--- src/rtl/ilk_pkg.sv ---
package ilk_pkg;
   typedef enum logic [1:0] {
      ST_IDLE  = 2'd0,
      ST_RECV  = 2'd1,
      ST_HOLD  = 2'd2,
      ST_DRAIN = 2'd3
   } ilk_state_e;

   localparam int HC_W          = 16;
   localparam int CTL_RX_BIT    = 3;
   localparam int HC_REJECT_BIT = 11;
   localparam int HC_ACCEPT_BIT = 12;
   localparam int HC_AUTO_BIT   = 14;
endpackage

--- src/rtl/ilk_type_filter.sv ---
module ilk_type_filter #(
   parameter int TYPE_W = 4
) (
   input  logic [TYPE_W-1:0]      type_code,
   input  logic [(1<<TYPE_W)-1:0] sel_mask,
   output logic                   hit
);
   localparam int N_TYPES = 1 << TYPE_W;

   logic [N_TYPES-1:0] match;

   generate
      if (TYPE_W < 1 || TYPE_W > 8) begin : g_bad_width
         $error("ilk_type_filter: TYPE_W must lie in 1..8");
      end
      for (genvar i = 0; i < N_TYPES; i++) begin : g_cmp
         assign match[i] = sel_mask[i] && (type_code == TYPE_W'(i));
      end
   endgenerate

   assign hit = |match;
endmodule

--- src/rtl/ilk_len_guard.sv ---
module ilk_len_guard #(
   parameter int CAP_W = 8
) (
   input  logic             clk,
   input  logic             rst_n,
   input  logic             clr,
   input  logic             inc,
   input  logic [CAP_W-1:0] cap,
   output logic             over_now
);
   localparam int CNT_W = CAP_W + 1;

   logic [CNT_W-1:0] cnt;
   logic [CNT_W-1:0] cnt_nxt;

   generate
      if (CAP_W < 1) begin : g_bad_cap
         $error("ilk_len_guard: CAP_W must be at least 1");
      end
   endgenerate

   assign cnt_nxt  = cnt + CNT_W'(1);
   assign over_now = inc && (cnt_nxt > {1'b0, cap});

   always_ff @(posedge clk) begin
      if (!rst_n || clr) begin
         cnt <= '0;
      end else if (inc && !over_now) begin
         cnt <= cnt_nxt;
      end
   end

   // the count held never exceeds the capacity field range
   a_r4_cnt_in_range: assert property (@(posedge clk) disable iff (!rst_n)
      (inc && !over_now && !clr) |=> (cnt <= {1'b0, {CAP_W{1'b1}}}));
endmodule

--- src/rtl/ilk_auto_mode.sv ---
module ilk_auto_mode (
   input  logic clk,
   input  logic rst_n,
   input  logic set_req,
   input  logic clr_req,
   output logic auto_on
);
   always_ff @(posedge clk) begin
      if (!rst_n) begin
         auto_on <= 1'b0;
      end else if (clr_req) begin
         auto_on <= 1'b0;
      end else if (set_req) begin
         auto_on <= 1'b1;
      end
   end

   // a clear write always leaves the mode off
   a_r8_clear_wins: assert property (@(posedge clk) disable iff (!rst_n)
      clr_req |=> !auto_on);
   // the mode only turns on after a set write
   a_r8_set_needed: assert property (@(posedge clk) disable iff (!rst_n)
      (!auto_on && !set_req) |=> !auto_on);
endmodule

--- src/rtl/ilk_rx_responder.sv ---
module ilk_rx_responder
   import ilk_pkg::*;
#(
   parameter int TYPE_W = 4,
   parameter int CAP_W  = 8,
   parameter int CTRL_W = 8
) (
   input  logic                   clk,
   input  logic                   rst_n,
   input  logic                   lnk_sof,
   input  logic                   lnk_word_vld,
   input  logic                   lnk_eof,
   input  logic [TYPE_W-1:0]      lnk_type,
   input  logic                   lnk_err,
   input  logic [(1<<TYPE_W)-1:0] cfg_type_sel,
   input  logic [CTRL_W-1:0]      slot_ctrl,
   input  logic [CAP_W-1:0]       slot_cap_words,
   input  logic [15:0]            host_set,
   input  logic [15:0]            host_clr,
   output logic                   rsp_valid,
   output logic                   rsp_ok,
   output logic                   cmd_done,
   output logic                   drop_frame,
   output logic                   hold_pending
);
   generate
      if (CTRL_W <= CTL_RX_BIT) begin : g_bad_ctrl
         $error("ilk_rx_responder: CTRL_W too narrow for the receive bit");
      end
   endgenerate

   ilk_state_e st, st_nxt;
   logic       has_slot;
   logic       bad_seen;
   logic       type_hit;
   logic       over_now;
   logic       auto_on;
   logic       start;
   logic       cnt_inc;
   logic       fire, fire_ok, fire_store;
   logic       err_now;
   logic       host_acc, host_rej;

   assign host_acc = host_set[HC_ACCEPT_BIT];
   assign host_rej = host_set[HC_REJECT_BIT];

   ilk_type_filter #(.TYPE_W(TYPE_W)) u_filter (
      .type_code (lnk_type),
      .sel_mask  (cfg_type_sel),
      .hit       (type_hit)
   );

   assign start   = (st == ST_IDLE) && lnk_sof && type_hit;
   assign cnt_inc = (st == ST_RECV) && lnk_word_vld && has_slot;

   ilk_len_guard #(.CAP_W(CAP_W)) u_guard (
      .clk      (clk),
      .rst_n    (rst_n),
      .clr      (start),
      .inc      (cnt_inc),
      .cap      (slot_cap_words),
      .over_now (over_now)
   );

   ilk_auto_mode u_auto (
      .clk     (clk),
      .rst_n   (rst_n),
      .set_req (host_set[HC_AUTO_BIT]),
      .clr_req (host_clr[HC_AUTO_BIT]),
      .auto_on (auto_on)
   );

   assign err_now = bad_seen || lnk_err;

   always_comb begin
      st_nxt     = st;
      fire       = 1'b0;
      fire_ok    = 1'b0;
      fire_store = 1'b0;
      unique case (st)
         ST_IDLE: begin
            if (start) st_nxt = ST_RECV;
         end
         ST_RECV: begin
            if (over_now) begin
               fire   = 1'b1;
               st_nxt = lnk_eof ? ST_IDLE : ST_DRAIN;
            end else if (lnk_eof) begin
               if (err_now) begin
                  fire   = 1'b1;
                  st_nxt = ST_IDLE;
               end else if (auto_on) begin
                  fire       = 1'b1;
                  fire_ok    = 1'b1;
                  fire_store = has_slot;
                  st_nxt     = ST_IDLE;
               end else begin
                  st_nxt = ST_HOLD;
               end
            end
         end
         ST_HOLD: begin
            if (host_rej) begin
               fire   = 1'b1;
               st_nxt = ST_IDLE;
            end else if (host_acc) begin
               fire       = 1'b1;
               fire_ok    = 1'b1;
               fire_store = has_slot;
               st_nxt     = ST_IDLE;
            end
         end
         ST_DRAIN: begin
            if (lnk_eof) st_nxt = ST_IDLE;
         end
         default: st_nxt = ST_IDLE;
      endcase
   end

   always_ff @(posedge clk) begin
      if (!rst_n) begin
         st         <= ST_IDLE;
         has_slot   <= 1'b0;
         bad_seen   <= 1'b0;
         rsp_valid  <= 1'b0;
         rsp_ok     <= 1'b0;
         cmd_done   <= 1'b0;
         drop_frame <= 1'b0;
      end else begin
         st <= st_nxt;
         if (start) begin
            has_slot <= slot_ctrl[CTL_RX_BIT];
            bad_seen <= 1'b0;
         end else if (st == ST_RECV && lnk_err) begin
            bad_seen <= 1'b1;
         end
         rsp_valid  <= fire;
         rsp_ok     <= fire && fire_ok;
         cmd_done   <= fire && fire_ok && fire_store;
         drop_frame <= fire && !(fire_ok && fire_store);
      end
   end

   assign hold_pending = (st == ST_HOLD);

   // completion only rides on a positive reply
   a_r10_done_with_ok: assert property (@(posedge clk) disable iff (!rst_n)
      cmd_done |-> (rsp_valid && rsp_ok));
   // every reply carries exactly one of complete or discard
   a_r10_done_xor_drop: assert property (@(posedge clk) disable iff (!rst_n)
      rsp_valid |-> (cmd_done ^ drop_frame));
   a_r10_quiet_no_reply: assert property (@(posedge clk) disable iff (!rst_n)
      !rsp_valid |-> (!cmd_done && !drop_frame && !rsp_ok));
   // replies never come back to back
   a_r11_single_pulse: assert property (@(posedge clk) disable iff (!rst_n)
      rsp_valid |=> !rsp_valid);
   // holding without a host write issues no reply
   a_r5_hold_quiet: assert property (@(posedge clk) disable iff (!rst_n)
      (hold_pending && !host_acc && !host_rej) |=> (!rsp_valid && hold_pending));
   // reject dominates while holding
   a_r6_reject_wins: assert property (@(posedge clk) disable iff (!rst_n)
      (hold_pending && host_rej) |=> (rsp_valid && !rsp_ok));
   // an error at the frame end yields a negative reply
   a_r3_err_refused: assert property (@(posedge clk) disable iff (!rst_n)
      (st == ST_RECV && lnk_eof && lnk_err) |=> (rsp_valid && !rsp_ok && !cmd_done));
   // an overrun word yields a negative reply next cycle
   a_r4_overrun_refused: assert property (@(posedge clk) disable iff (!rst_n)
      (st == ST_RECV && over_now) |=> (rsp_valid && !rsp_ok));
endmodule

--- config.mk ---
export PLATFORM = sky130hd
export DESIGN_NAME = ilk_rx_responder
export DESIGN_NICKNAME = d
export VERILOG_FILES = /design/src/rtl/ilk_pkg.sv /design/src/rtl/ilk_type_filter.sv /design/src/rtl/ilk_len_guard.sv /design/src/rtl/ilk_auto_mode.sv /design/src/rtl/ilk_rx_responder.sv
export SDC_FILE = /design/constraint.sdc
export NUM_CORES = 1
export LEC_CHECK = 0
export ABC_AREA = 1
export BUFFER_PORTS_ARGS = -buffer_cell sky130_fd_sc_hd__buf_4
export CAP_MARGIN = 10
export CORE_ASPECT_RATIO = 1.1
export CORE_MARGIN = 4
export CORE_UTILIZATION = 40
export CTS_CLUSTER_DIAMETER = 200
export DETAILED_ROUTE_END_ITERATION = 12
export GPL_TIMING_DRIVEN = 0
export HOLD_SLACK_MARGIN = 0.12
export MAX_ROUTING_LAYER = met4
export PLACE_DENSITY = 0.71
export SLEW_MARGIN = 10
export SYNTH_ARGS = -nofsm -noshare
export SYNTH_HDL_FRONTEND = slang
export SYNTH_SLANG_ARGS = --single-unit
export TNS_END_PERCENT = 1
--- constraint.sdc ---
create_clock -name clk -period 3.9 [get_ports clk]
set_input_delay 0.78 -clock clk [delete_from_list [all_inputs] [get_ports clk]]
set_output_delay 0.78 -clock clk [all_outputs]
set_load 0.02 [all_outputs]
### After elaboration in Yosys (flattened, before gate mapping)

Cells that the tools add are included.

| word-level totals | value |
|---|---|
| word-level logic and storage cells | 101 |
| bits of input ports | 74 |
| output and inout port bits | 5 |
| register bits | 18 |

| cells by class | value |
|---|---|
| add/subtract/negate cells | 1 |
| equal/unequal tests | 22 |
| reduce and logical (&&, ||, !) cells | 38 |
| multiplexer cells | 29 |
| bitwise operators | 1 |
| magnitude comparators | 1 |

Operators with widths:

| kind | count |
|---|---|
| $eq 4x4->1 const B | 8 |
| $logic_and 1x1->1 | 27 |
| $mux 2 | 9 |
| $eq 4x3->1 const B | 4 |
| $mux 1 | 16 |
| $reduce_or 16->1 | 1 |
| $add 9x1->9 const B | 1 |
| $gt 9x8->1 | 1 |
| $eq 4x2->1 const B | 2 |
| $pmux 2 s4 | 1 |
| $pmux 1 s2 | 3 |
| $eq 2x2->1 const B | 2 |
| $eq 4x1->1 const B | 1 |
| $logic_not 4->1 | 1 |
| $reduce_and 4->1 | 1 |
| $reduce_or 2->1 | 2 |
| $logic_not 1->1 | 3 |
| $ne 3x2->1 const B | 1 |
| $ne 3x3->1 const B | 1 |
| $eq 2x1->1 const B | 1 |
| $logic_not 2->1 | 1 |
| $logic_or 1x1->1 | 2 |
| $ne 2x1->1 const B | 1 |
| $ne 2x2->1 const B | 1 |
| $not 1->1 | 1 |

### Logic depth before layout (Yosys ltp)

Gate-level depths: netlist of the first run.

| logic depth | value |
|---|---|
| depth after elaboration | 9 |
| depth in mapped cells | 20 |
| depth with buffers taken out | 20 |

### Cells and area by module

From an unflattened synthesis of the first run, not the netlist that was laid out.

| unflattened totals | value |
|---|---|
| cell total of the unflattened synthesis | 243 |
| area, all modules | 1476.4 um^2 |

By module, submodules not included:

| module | cells each | area an instance (um^2) | instances | seq. area each (um^2) |
|---|---|---|---|---|
| ilk_len_guard | 121 | 770.7 | 1 | 180.2 |
| ilk_rx_responder | 71 | 464.2 | 1 | 160.2 |
| ilk_type_filter | 46 | 206.4 | 1 | 0.0 |
| ilk_auto_mode | 5 | 35.0 | 1 | 20.0 |

### Worst setup path before layout of the first run

OpenSTA, ideal clock, no wires.

| timing path | value |
|---|---|
| path kind | reg2reg |
| start point | register u_guard.cnt[0] |
| end point | register u_guard.cnt[0] |
| arrival | 2.090 ns |
| path buffers | 0 |
| period minus slack after synthesis | 2.210 ns |
| stages on the path, launching flop included | 18 |
| required time | 3.780 ns |
| setup slack | 1.690 ns |
| library setup time | 0.120 ns |
| cell sequence | dfxtp_1 ha_1 nand3_2 xor2_1 ha_1 nand2_1 nor2_1 nand2_1 nand3_1 nand2_1 nand2_1 nand2_1 nand2_2 nand2_4 nand2_4 clkinv_4 o21ai_1 a21oi_2 |

| on the way | value |
|---|---|
| word-level cells in the longest chain between the ends | 5 |

Ends and longest elaborated chain:

| element | RTL line | source |
|---|---|---|
| start, declared | ilk_len_guard.sv:13 | `logic [CNT_W-1:0] cnt;` |
| start signal, assigned | ilk_len_guard.sv:29 | `cnt <= cnt_nxt;` |
| $add 9x1->9 | ilk_len_guard.sv:22 | `assign cnt_nxt = cnt + CNT_W'(1);` |
| via u_guard.cnt_nxt[4] | ilk_len_guard.sv:14 | `logic [CNT_W-1:0] cnt_nxt;` |
| $gt 9x8->1 | ilk_len_guard.sv:23 | `assign over_now = inc && (cnt_nxt > {1'b0, cap});` |
| $logic_and 1x1->1 | ilk_len_guard.sv:23 |  |
| $logic_not 1->1 | ilk_len_guard.sv:28 | `end else if (inc && !over_now) begin` |
| $logic_and 1x1->1 | ilk_len_guard.sv:28 |  |

The timed path passes the listed nets, and every way through them passes these cells.
A chain may end at the register's enable or synchronous reset.

### Worst setup path in the final report of the first run

Same ends and word-level chain as after synthesis.

==> results.py, run 1 <==
metrics = {
    "run_status": {
        "status": "complete, no violations",
    },
    "drt": {
        "drtAntennaViolNets": 0,
        "drt-vias-per-instance": 4.62,
        "detailroute.wirelength.met2_mm": 1.52,
        "drt_first_pass_iters": 4,
        "wl_met1_mm": 1.34,
        "post-route-drc-count": 0,
        "top_layer": "met4",
        "routed-wl-met3_um": 157,
        "drt_iter0_drc": 45,
        "drt-wirelength-per-cell_um": 9.94,
        "dr_total_vias": 1403,
        "post_route_wl_mm": 3.02,
    },
    "layout": {
        "finish.cell_count_without_fillers": 304,
        "final_net_count": 345,
        "final_area_mm2": 0.00184,
        "fillerInstances": 350,
        "postLayoutCoreUtil": 0.544,
        "antenna_cells": 0,
        "syn2layout_area_growth_pct": 28.2,
        "final_layout_size_suffix_gt1_frac": 0.270,
    },
    "worst_hold_path": {
        "hold_wc_path_type": "flip-flop to flip-flop",
    },
    "synthesis": {
        "largest_family_of_logic_cells_by_synthesized_area": "simple AND/OR/NAND/NOR gates",
        "synth_area_per_cell_um2": 6.83,
        "post_synth_num_cell_types": 32,
        "synth_most_common_cell": "nand2_1",
        "synth-warning-count": 0,
        "synth_simple_gate_area_share": 0.384,
        "post_synth_main_area_contributors": "dfxtp_1, ha_1, nand2_1",
        "synth-xor-area-share": 0.0305,
        "ys_ff_latch": 18,
        "synth_edf_count": 0,
        "synth_nets": 297,
        "synth-compound-area-share": 0.0976,
        "synth_largest_type_area_fraction": 0.251,
        "post_synth_instance_area_mm2": 0.00144,
        "synthTopCellsByCount": "nand2_1, inv_1, nand3_1, nor2_1, dfxtp_1",
        "postSynthCellCount": 210,
        "post_synth_fa_ha_maj_area_fraction": 0.113,
        "synth_ff_type": "dfxtp_1",
        "synth-seq-area-share": 0.251,
        "yosys-mux-area-fraction": 0,
        "synth.largest_area_cell": "dfxtp_1",
        "synth-async-reset-ratio": 0,
    },
    "global_routing": {
        "grt_pass1_wl_mm": 5.39,
        "grt_antenna_before_repair": 0,
        "vias_in_the_first_global_route": 1360,
        "grt_util_all_layers": 0.147,
        "grt_overflow": 0,
        "maximum_number_of_pins_on_one_net_before_global_route_repair": 11,
    },
    "cts": {
        "clkLatencyLatePin_ns": 0.29,
        "clkSinkCount": 18,
        "worst_setup_hold_path_clk_slew_ns": 0.10,
        "htree_levels": 1,
        "post-cts-setup-buffer-count": 0,
        "cts-buffers-inserted": 3,
        "ctsHoldBuffers": 0,
        "cts_tree": "done",
        "cts-root-to-sink-buffers": 2,
        "cts.root.buffer_cell": "clkbuf_4",
        "cts-resized-gates": 0,
    },
    "timing": {
        "timing_max_transition_violations_final": 0,
        "finClkSkew_ns": 0.00249,
        "maxSlewHeadroom": 0.832,
        "fin_crit_sh": 0.637,
        "max_slew.worst_pin.slew_ns": 0.250,
        "final.min_clock_period_ns": 2.48,
        "fin_tns_setup_ns": 0,
        "grt_setup_unrepaired": "no",
        "max_freq_ghz": 0.403,
        "hold-worst-slack_ns": 0.482,
        "report.final.hold_viol_count": 0,
        "setup_violations": 0,
    },
    "setup_path": {
        "worstPathCellList": "ha_1, nand3_2, xor2_1, ha_1, nand2_1, nor2_1, nand2_1, nand3_1, nand2_1, nand2_1, nand2_1, nand2_2, nand2_4, nand2_4, clkinv_4, o21ai_1, a21oi_2",
        "library_cell_contributing_the_largest_single_delay_on_the_critical_path": "dfxtp_1",
        "timing.critical_path.buf_inv": 1,
        "cpPeakStageDelay_ns": 0.44,
        "critPathMostFrequentCell": "nand2_1",
        "crit_required_ns": 4.08,
        "critical_path_arrival_ns": 2.67,
        "critical_path_end_type": "flip-flop",
        "rrSetupSlack_ns": 1.42,
        "critical_path.top_delay_family": "simple AND/OR/NAND/NOR gates",
        "worst_setup_path_start_kind": "flip-flop",
        "cp_max_fanout": 10,
        "crit_type": "flip-flop to flip-flop",
    },
    "flow_run": {
        "maxCapViolations": 0,
    },
    "die": {
        "placeableCoreArea_mm2": 0.00339,
        "floorplan.initialDensity": 0.424,
        "fp-row-count": 22,
        "die-height_um": 70.8,
        "fp.dieArea_mm2": 0.00461,
        "die_width_um": 65.1,
        "ios": 79,
    },
    "place": {
        "place.detailed.hpwl_mm": 2.55,
        "post-place-cells": 301,
        "count_of_input_and_output_buffers": 43,
        "dpl-instance-area_mm2": 0.00182,
        "routabilityCongestion": 0.818,
    },
    "power_and_ir_drop": {
        "total_leakage_power_nw": 0.979,
        "pwr_density_cell_mw_per_mm2": 300,
        "vdd_drop_max_mv": 0.183,
    },
}
## worst min-delay path, cell delays in order (launching register included)
cell and delay (ns):
dfxtp_1 0.33, inv_1 0.07, nor3_1 0.05
## logic make-up (layout without fill, tap and decap cells)
family / after synthesis / count (layout)
flops: 18 / 18
buf+inv: 42 / 88
xor+xnor: 5 / 5
simple gates: 107 / 107
fa+ha+maj: 13 / 13
compound gates: 25 / 25
## path summary, 6_finish.rpt
kind	depth (start not counted)	to	startpoint
hold reg to reg	2	u_guard.cnt[8]$_SDFFE_PP0P_	u_guard.cnt[8]$_SDFFE_PP0P_
hold / removal	2	u_guard.cnt[8]$_SDFFE_PP0P_	u_guard.cnt[8]$_SDFFE_PP0P_
setup / recovery	17	u_guard.cnt[0]$_SDFFE_PP0P_	u_guard.cnt[0]$_SDFFE_PP0P_
setup reg to reg	17	u_guard.cnt[0]$_SDFFE_PP0P_	u_guard.cnt[0]$_SDFFE_PP0P_
## cell type report
class / instances / area (um^2) / share of cell area
plain buffers: 3 / 26.3 / 0.0143
clock buffers: 3 / 22.5 / 0.0122
well taps: 48 / 60.1 / 0.0326
flip-flops and latches: 18 / 360 / 0.196
repair buffers: 43 / 323 / 0.175
multi-input cells: 150 / 897 / 0.487
inverters: 39 / 151 / 0.0823
## sequential cells by signal, summed over array words and instances, names as in the netlist
name            flops
u_guard.cnt         9
st                  2
bad_seen            1
cmd_done            1
drop_frame          1
has_slot            1
rsp_ok              1
rsp_valid           1
u_auto.auto_on      1
## cell usage in the layout (no fill, tap or decap)
| cell | n |
|---|---|
| a211oi_1 | 1 |
| nor3b_2 | 1 |
| nor3_1 | 3 |
| a21oi_2 | 2 |
| nor2_1 | 22 |
| nor2_8 | 1 |
| nand3b_1 | 2 |
| inv_2 | 3 |
| xnor2_1 | 1 |
| or2_4 | 1 |
| nor2_2 | 2 |
| buf_4 | 45 |
| nand4_1 | 4 |
| nor3b_1 | 1 |
| xor2_1 | 4 |
| ha_1 | 13 |
| clkinv_4 | 1 |
| nand3_4 | 1 |
| dfxtp_1 | 18 |
| clkbuf_4 | 3 |
| inv_1 | 35 |
| nand2_1 | 38 |
| buf_6 | 1 |
| nand3_1 | 22 |
| nor4_1 | 1 |
| o211ai_1 | 1 |
| nand3_2 | 4 |
| nand2_4 | 2 |
| o21ai_0 | 6 |
| nand2_2 | 2 |
| o21ai_1 | 4 |
| o31ai_1 | 1 |
| a21oi_1 | 10 |
## per-stage QoR
step                setup slack [ns]  power [W]
global route                    1.06   0.000605
global placement                1.41   0.000460
finish                          1.42   0.000553
CTS                             1.37   0.000560
floorplan                       1.69   0.000392
detailed placement              1.39   0.000467
## per-layer routing
metal  vias up  global-route usage
met5         -                   -
met4         0              0.0207
met3         2              0.0349
met2        32               0.265
met1       599               0.167
li1        770                   -
## power by group
group          internal (W)   total, W  switching (W)  leakage, nW
registers          0.000202   0.000215      0.0000128        0.146
logic              0.000108   0.000247       0.000139        0.819
clock network     0.0000359  0.0000910      0.0000551       0.0138
total              0.000346   0.000553       0.000207        0.979
(Power assumes the default switching activity.)
==> run 2, diff against run 1 <==
==> constraint.sdc (replaced) <==
create_clock -name clk -period 2.45 [get_ports clk]
set_input_delay 0.49 -clock clk [delete_from_list [all_inputs] [get_ports clk]]
set_output_delay 0.49 -clock clk [all_outputs]
set_load 0.02 [all_outputs]
==> run 2 against run 1 <==
Against the previous run:
- total power rose by 62%
- clock power rose by 60%
- maximum frequency rose by 9.3%
- combinational power rose by 67%
- via count rose by 2.6%
- sequential power rose by 59%
- die area did not move
- largest cell class unchanged
- worst setup slack got worse by 1.2 ns
- critical path depth fell by 2
- final cell count rose by 1.3%
==> results.py, run 2 (synthesis results as in run 1) <==
metrics = {
    "setup_path": {
        "crit_required_ns": 2.65,
        "cpPeakStageDelay_ns": 0.38,
        "library_cell_contributing_the_largest_single_delay_on_the_critical_path": "dfxtp_4",
        "r2r_cells": 15,
        "crit_type": "flip-flop to flip-flop",
        "cp_max_fanout": 5,
        "worstPathCellList": "nand3_2, nor2_2, inv_2, nor3_2, xnor2_1, inv_1, ha_4, nand4_1, or2_4, nand3_4, nand3_2, nand3_2, nand2_1, nand2_1, nor2_1",
        "critical_path_end_type": "flip-flop",
        "critical_path_arrival_ns": 2.47,
        "worst_setup_path_start_kind": "flip-flop",
        "critPathMostFrequentCell": "nand3_2",
    },
    "drt": {
        "dr_total_vias": 1439,
        "routed-wl-met3_um": 130,
        "drt-vias-per-instance": 4.67,
        "top_layer": "met4",
        "wl_met1_mm": 1.41,
        "post_route_wl_mm": 3.24,
        "post-route-drc-count": 0,
        "drt_first_pass_iters": 4,
        "drt-wirelength-per-cell_um": 10.5,
        "detailroute.wirelength.met2_mm": 1.69,
        "drt_iter0_drc": 48,
        "drtAntennaViolNets": 0,
    },
    "layout": {
        "most_frequent_cells_in_the_layout": "buf_4, nand2_1, inv_1, nand3_1, nor2_1",
        "number_of_flip_flops_under_the_largest_register_name": 9,
        "finish.cell_count_without_fillers": 308,
        "final_net_count": 349,
        "final_common_cell": "buf_4",
        "final_area_mm2": 0.00195,
        "syn2layout_area_growth_pct": 35.9,
        "antenna_cells": 0,
        "final_layout_size_suffix_gt1_frac": 0.342,
        "largest-register": "u_guard.cnt",
        "largestRegisters": "u_guard.cnt (9), st (2)",
    },
    "timing": {
        "report.final.hold_viol_count": 0,
        "max_slew.worst_pin.slew_ns": 0.250,
        "finClkSkew_ns": 0.00256,
        "grt_setup_unrepaired": "yes",
        "maxSlewHeadroom": 0.832,
        "timing_max_transition_violations_final": 0,
        "final.min_clock_period_ns": 2.27,
        "max_freq_ghz": 0.440,
        "fin_tns_setup_ns": 0,
        "setup_violations": 0,
        "fin_crit_sh": 0.928,
    },
    "cts": {
        "clkSinkCount": 18,
        "cts.root.buffer_cell": "clkbuf_4",
        "htree_levels": 1,
        "clkLatencyLatePin_ns": 0.29,
        "worst_setup_hold_path_clk_slew_ns": 0.10,
        "cts-root-to-sink-buffers": 2,
        "cts-buffers-inserted": 3,
        "cts_tree": "done",
        "ctsHoldBuffers": 0,
    },
    "die": {
        "placeableCoreArea_mm2": 0.00339,
        "fp.dieArea_mm2": 0.00461,
        "die-height_um": 70.8,
        "die_width_um": 65.1,
        "floorplan.initialDensity": 0.424,
        "ios": 79,
        "fp-row-count": 22,
    },
    "place": {
        "count_of_input_and_output_buffers": 43,
        "post-place-cells": 301,
        "place.detailed.hpwl_mm": 2.55,
        "dpl-instance-area_mm2": 0.00182,
        "routabilityCongestion": 0.818,
    },
    "power_and_ir_drop": {
        "vdd_drop_max_mv": 0.304,
        "pwr_density_cell_mw_per_mm2": 461,
        "total_leakage_power_nw": 1.00,
        "total_power_w": 0.000899,
    },
    "global_routing": {
        "grt_util_all_layers": 0.147,
        "grt_pass1_wl_mm": 5.39,
        "grt_overflow": 0,
        "vias_in_the_first_global_route": 1360,
        "grt_antenna_before_repair": 0,
        "maximum_number_of_pins_on_one_net_before_global_route_repair": 11,
    },
    "run_status": {
        "status": "complete, no violations",
    },
    "worst_hold_path": {
        "hold_wc_path_type": "input pin to flip-flop",
        "holdPathStages": 2,
    },
    "flow_run": {
        "maxCapViolations": 0,
    },
}
==> run 2: final cells by class <==
| type | count | area [um^2] |
|---|---|---|
| Buffer | 3 | 26.3 |
| Clock buffer | 3 | 22.5 |
| Fill cell | 339 | 1440 |
| Inverter | 39 | 151 |
| Multi-Input combinational cell | 150 | 965 |
| Sequential cell | 18 | 373 |
| Tap cell | 48 | 60.1 |
| Timing Repair Buffer | 47 | 353 |
==> run 2: timing repair <==
action / 4_1_cts / 5_1_grt
endpoints found under the hold margin: 0 / 0
endpoints found under the setup margin: 12 / 15
resized for setup: 1 / 20
pin swaps: 0 / 15
buffers inserted: 0 / 4
==> run 2: through the flow <==
step | utilization | hold slack (ns) | worst slack, ns
2_1_floorplan | - | 0.437 | 0.240
3_3_place_gp | 0.537 | 0.450 | -0.0429
3_5_place_dp | 0.537 | 0.464 | -0.0636
4_1_cts | 0.544 | 0.328 | 0.00539
5_1_grt | 0.576 | 0.322 | -0.0408
6_report | 0.576 | 0.339 | 0.178
==> run 2: worst paths after layout <==
path,end,start,slack (ns)
worst max-delay path,st[0]$_SDFFE_PN0P_,u_guard.cnt[1]$_SDFFE_PP0P_,0.18
worst min-delay path,u_auto.auto_on$_SDFFE_PP0P_,host_clr[14],0.34
worst max register to register,st[0]$_SDFFE_PN0P_,u_guard.cnt[1]$_SDFFE_PP0P_,0.18
worst min register to register,u_guard.cnt[8]$_SDFFE_PP0P_,u_guard.cnt[8]$_SDFFE_PP0P_,0.48
==> run 2: metal layers <==
metal / track usage / up-vias
li1: - / 784
met1: 0.167 / 625
met2: 0.265 / 28
met3: 0.0349 / 2
met4: 0.0207 / 0
met5: - / -
==> run 2: worst max-delay path: cells and delay by family, from the launching register on <==
kind	cells	cell delay, ns
buffers and inverters	2	0.16
flip-flops	1	0.38
adder cells (fa/ha/maj)	1	0.27
AND/OR/NAND/NOR	11	1.21
XOR/XNOR	1	0.16
==> run 2: power by group <==
part	switching, W	leakage, nW	internal (W)
Clock	0.0000886	0.0138	0.0000572
Combinational	0.000233	0.841	0.000179
Sequential	0.0000209	0.149	0.000320
==> run 3, diff against run 2 <==
--- a/config.mk
+++ b/config.mk
@@ -9,7 +9,7 @@
 export BUFFER_PORTS_ARGS = -buffer_cell sky130_fd_sc_hd__buf_4
 export CAP_MARGIN = 10
 export CORE_ASPECT_RATIO = 1.1
-export CORE_MARGIN = 4
+export CORE_MARGIN = 2
 export CORE_UTILIZATION = 40
 export CTS_CLUSTER_DIAMETER = 200
 export DETAILED_ROUTE_END_ITERATION = 12
@@ -17,6 +17,7 @@
 export HOLD_SLACK_MARGIN = 0.12
 export MAX_ROUTING_LAYER = met4
 export PLACE_DENSITY = 0.71
+export SETUP_SLACK_MARGIN = 0.3
 export SLEW_MARGIN = 10
 export SYNTH_ARGS = -nofsm -noshare
 export SYNTH_HDL_FRONTEND = slang
==> run 3 against run 2 <==
Against the previous run:
- global-route usage up 2.4 points
- non-clock buffer count unchanged
- sequential share of layout area down 0.19 points
- largest cell class unchanged
- combinational power about the same
- final cell count up 0.32%
- worst setup slack better by 0.013 ns
- critical path depth unchanged
==> results.py, run 3 (synthesis results as in run 1) <==
metrics = {
    "run_status": {
        "status": "complete, no violations",
    },
    "setup_path": {
        "library_cell_contributing_the_largest_single_delay_on_the_critical_path": "dfxtp_4",
        "cp_max_fanout": 5,
        "worst_setup_path_start_kind": "flip-flop",
        "critPathMostFrequentCell": "nand3_2",
        "critical_path_end_type": "flip-flop",
        "crit_required_ns": 2.65,
        "timing.rr.end": "st[1]$_SDFFE_PN0P_",
        "cpPeakStageDelay_ns": 0.39,
        "crit_path_depth": 15,
        "crit_type": "flip-flop to flip-flop",
        "critical_path_arrival_ns": 2.46,
        "rrSetupSlack_ns": 0.19,
        "timing.critical_path.buf_inv": 2,
        "r2r_cells": 15,
        "crit-reg2reg-launch": "u_guard.cnt[2]$_SDFFE_PP0P_",
        "critical_path.top_delay_family": "simple AND/OR/NAND/NOR gates",
        "worstPathCellList": "nand3_2, nor2_2, inv_2, nor3_2, xnor2_1, inv_1, ha_1, nand4_1, or2_4, nand3_4, nand3_2, nand3_2, nand2_1, nand2_1, nor2_1",
    },
    "layout": {
        "fillerInstances": 351,
        "final_net_count": 349,
        "final_common_cell": "buf_4",
        "largestRegisters": "u_guard.cnt (9), st (2)",
        "sequential_cell_area_um2": 373,
        "final_layout_size_suffix_gt1_frac": 0.345,
        "antenna_cells": 0,
        "largest-register": "u_guard.cnt",
        "number_of_flip_flops_under_the_largest_register_name": 9,
        "syn2layout_area_growth_pct": 37.3,
        "multi_input_comb_area_um2": 971,
        "most_frequent_cells_in_the_layout": "buf_4, nand2_1, inv_1, nor2_1, nand3_1",
        "postLayoutCoreUtil": 0.582,
    },
    "cts": {
        "cts-root-to-sink-buffers": 2,
        "cts.root.buffer_cell": "clkbuf_4",
        "cts_tree": "done",
        "htree_levels": 1,
        "worst_setup_hold_path_clk_slew_ns": 0.11,
        "cts-buffers-inserted": 3,
        "clkSinkCount": 18,
        "clkLatencyLatePin_ns": 0.30,
    },
    "timing": {
        "fin_crit_sh": 0.922,
        "hold-worst-slack_ns": 0.337,
        "max_freq_ghz": 0.443,
        "setup_violations": 0,
        "max_slew.worst_pin.slew_ns": 0.294,
        "fin_tns_setup_ns": 0,
        "grt_setup_unrepaired": "yes",
        "final.min_clock_period_ns": 2.26,
        "finClkSkew_ns": 0.00908,
        "report.final.hold_viol_count": 0,
        "timing_max_transition_violations_final": 0,
        "maxSlewHeadroom": 0.804,
    },
    "global_routing": {
        "vias_in_the_first_global_route": 1343,
        "top_usage_layer": "met2",
        "global_routing_met3_resource_utilization": 0.0350,
        "grt_pass1_wl_mm": 5.22,
        "groute.layer.met1.usage": 0.183,
        "use_met2": 0.320,
        "maximum_number_of_pins_on_one_net_before_global_route_repair": 11,
        "grt_antenna_before_repair": 0,
        "grt_overflow": 0,
        "grt_util_all_layers": 0.171,
    },
    "place": {
        "place.detailed.hpwl_mm": 2.51,
        "routabilityCongestion": 0.829,
        "count_of_input_and_output_buffers": 43,
    },
    "die": {
        "die-height_um": 66.8,
        "die_width_um": 61.1,
        "ios": 79,
        "fp.dieArea_mm2": 0.00408,
        "placeableCoreArea_mm2": 0.00339,
        "fp-row-count": 22,
        "floorplan.initialDensity": 0.424,
    },
    "drt": {
        "drt-vias-per-instance": 4.69,
        "drtAntennaViolNets": 0,
        "post_route_wl_mm": 3.18,
        "drt_first_pass_iters": 4,
        "drt-wirelength-per-cell_um": 10.3,
        "drt_iter0_drc": 37,
        "dr_total_vias": 1450,
        "post-route-drc-count": 0,
    },
    "power_and_ir_drop": {
        "total_power_w": 0.000938,
        "total_leakage_power_nw": 1.01,
        "pwr_density_cell_mw_per_mm2": 476,
        "vdd_drop_max_mv": 0.353,
    },
    "flow_run": {
        "maxCapViolations": 0,
    },
    "worst_hold_path": {
        "timing.hold.worst_endpoint": "u_auto.auto_on$_SDFFE_PP0P_",
        "hold_wc_path_type": "input pin to flip-flop",
        "worstHoldStart": "host_clr[14]",
        "holdPathStages": 2,
    },
}
## run 3: timing repair
action	CTS	global route
setup buffers	2	2
pin swaps	5	7
resized for setup	9	11
endpoints found under the setup margin	15	15
hold buffers	0	0
## run 3: worst max path at each step
stage	start	end	slack (ns)
after floorplan	u_guard.cnt[0]$_SDFFE_PP0P_	u_guard.cnt[7]$_SDFFE_PP0P_	0.30
after global placement	u_guard.cnt[0]$_SDFFE_PP0P_	cmd_done$_SDFF_PN0_	0.01
after detailed placement	u_guard.cnt[0]$_SDFFE_PP0P_	cmd_done$_SDFF_PN0_	0.008
after CTS	u_guard.cnt[1]$_SDFFE_PP0P_	cmd_done$_SDFF_PN0_	0.13
after global routing	u_guard.cnt[1]$_SDFFE_PP0P_	st[1]$_SDFFE_PN0P_	0.004
final	u_guard.cnt[2]$_SDFFE_PP0P_	st[1]$_SDFFE_PN0P_	0.19
## run 3: area by class of cell
class / instances / share of cell area
Timing Repair Buffer: 47 / 0.179
Inverter: 39 / 0.0768
Multi-Input combinational cell: 150 / 0.493
Tap cell: 48 / 0.0305
Buffer: 3 / 0.0133
Sequential cell: 18 / 0.189
Clock buffer: 4 / 0.0184
## run 3: report_power, final
group,internal [W],leakage (nW),switching [W],total [W]
clock,0.0000906,0.0210,0.0000950,0.000186
combinational,0.000182,0.842,0.000231,0.000412
sequential,0.000320,0.149,0.0000198,0.000340
total,0.000592,1.01,0.000346,0.000938
## run 3: stage by stage
step | cell area, um^2 | setup slack (ns) | std cells
2_1_floorplan | 1440 | 0.295 | 210
3_3_place_gp | 1830 | 0.0125 | 301
3_5_place_dp | 1830 | 0.00754 | 301
4_1_cts | 1920 | 0.135 | 307
5_1_grt | 1970 | 0.00391 | 309
6_report | 1970 | 0.191 | 309
## run 3: metal layers
layer,share of wire,vias to the layer above
met4,0.0025,0
li1,-,779
met2,0.52,30
met1,0.44,639
met3,0.038,2
met5,0,-
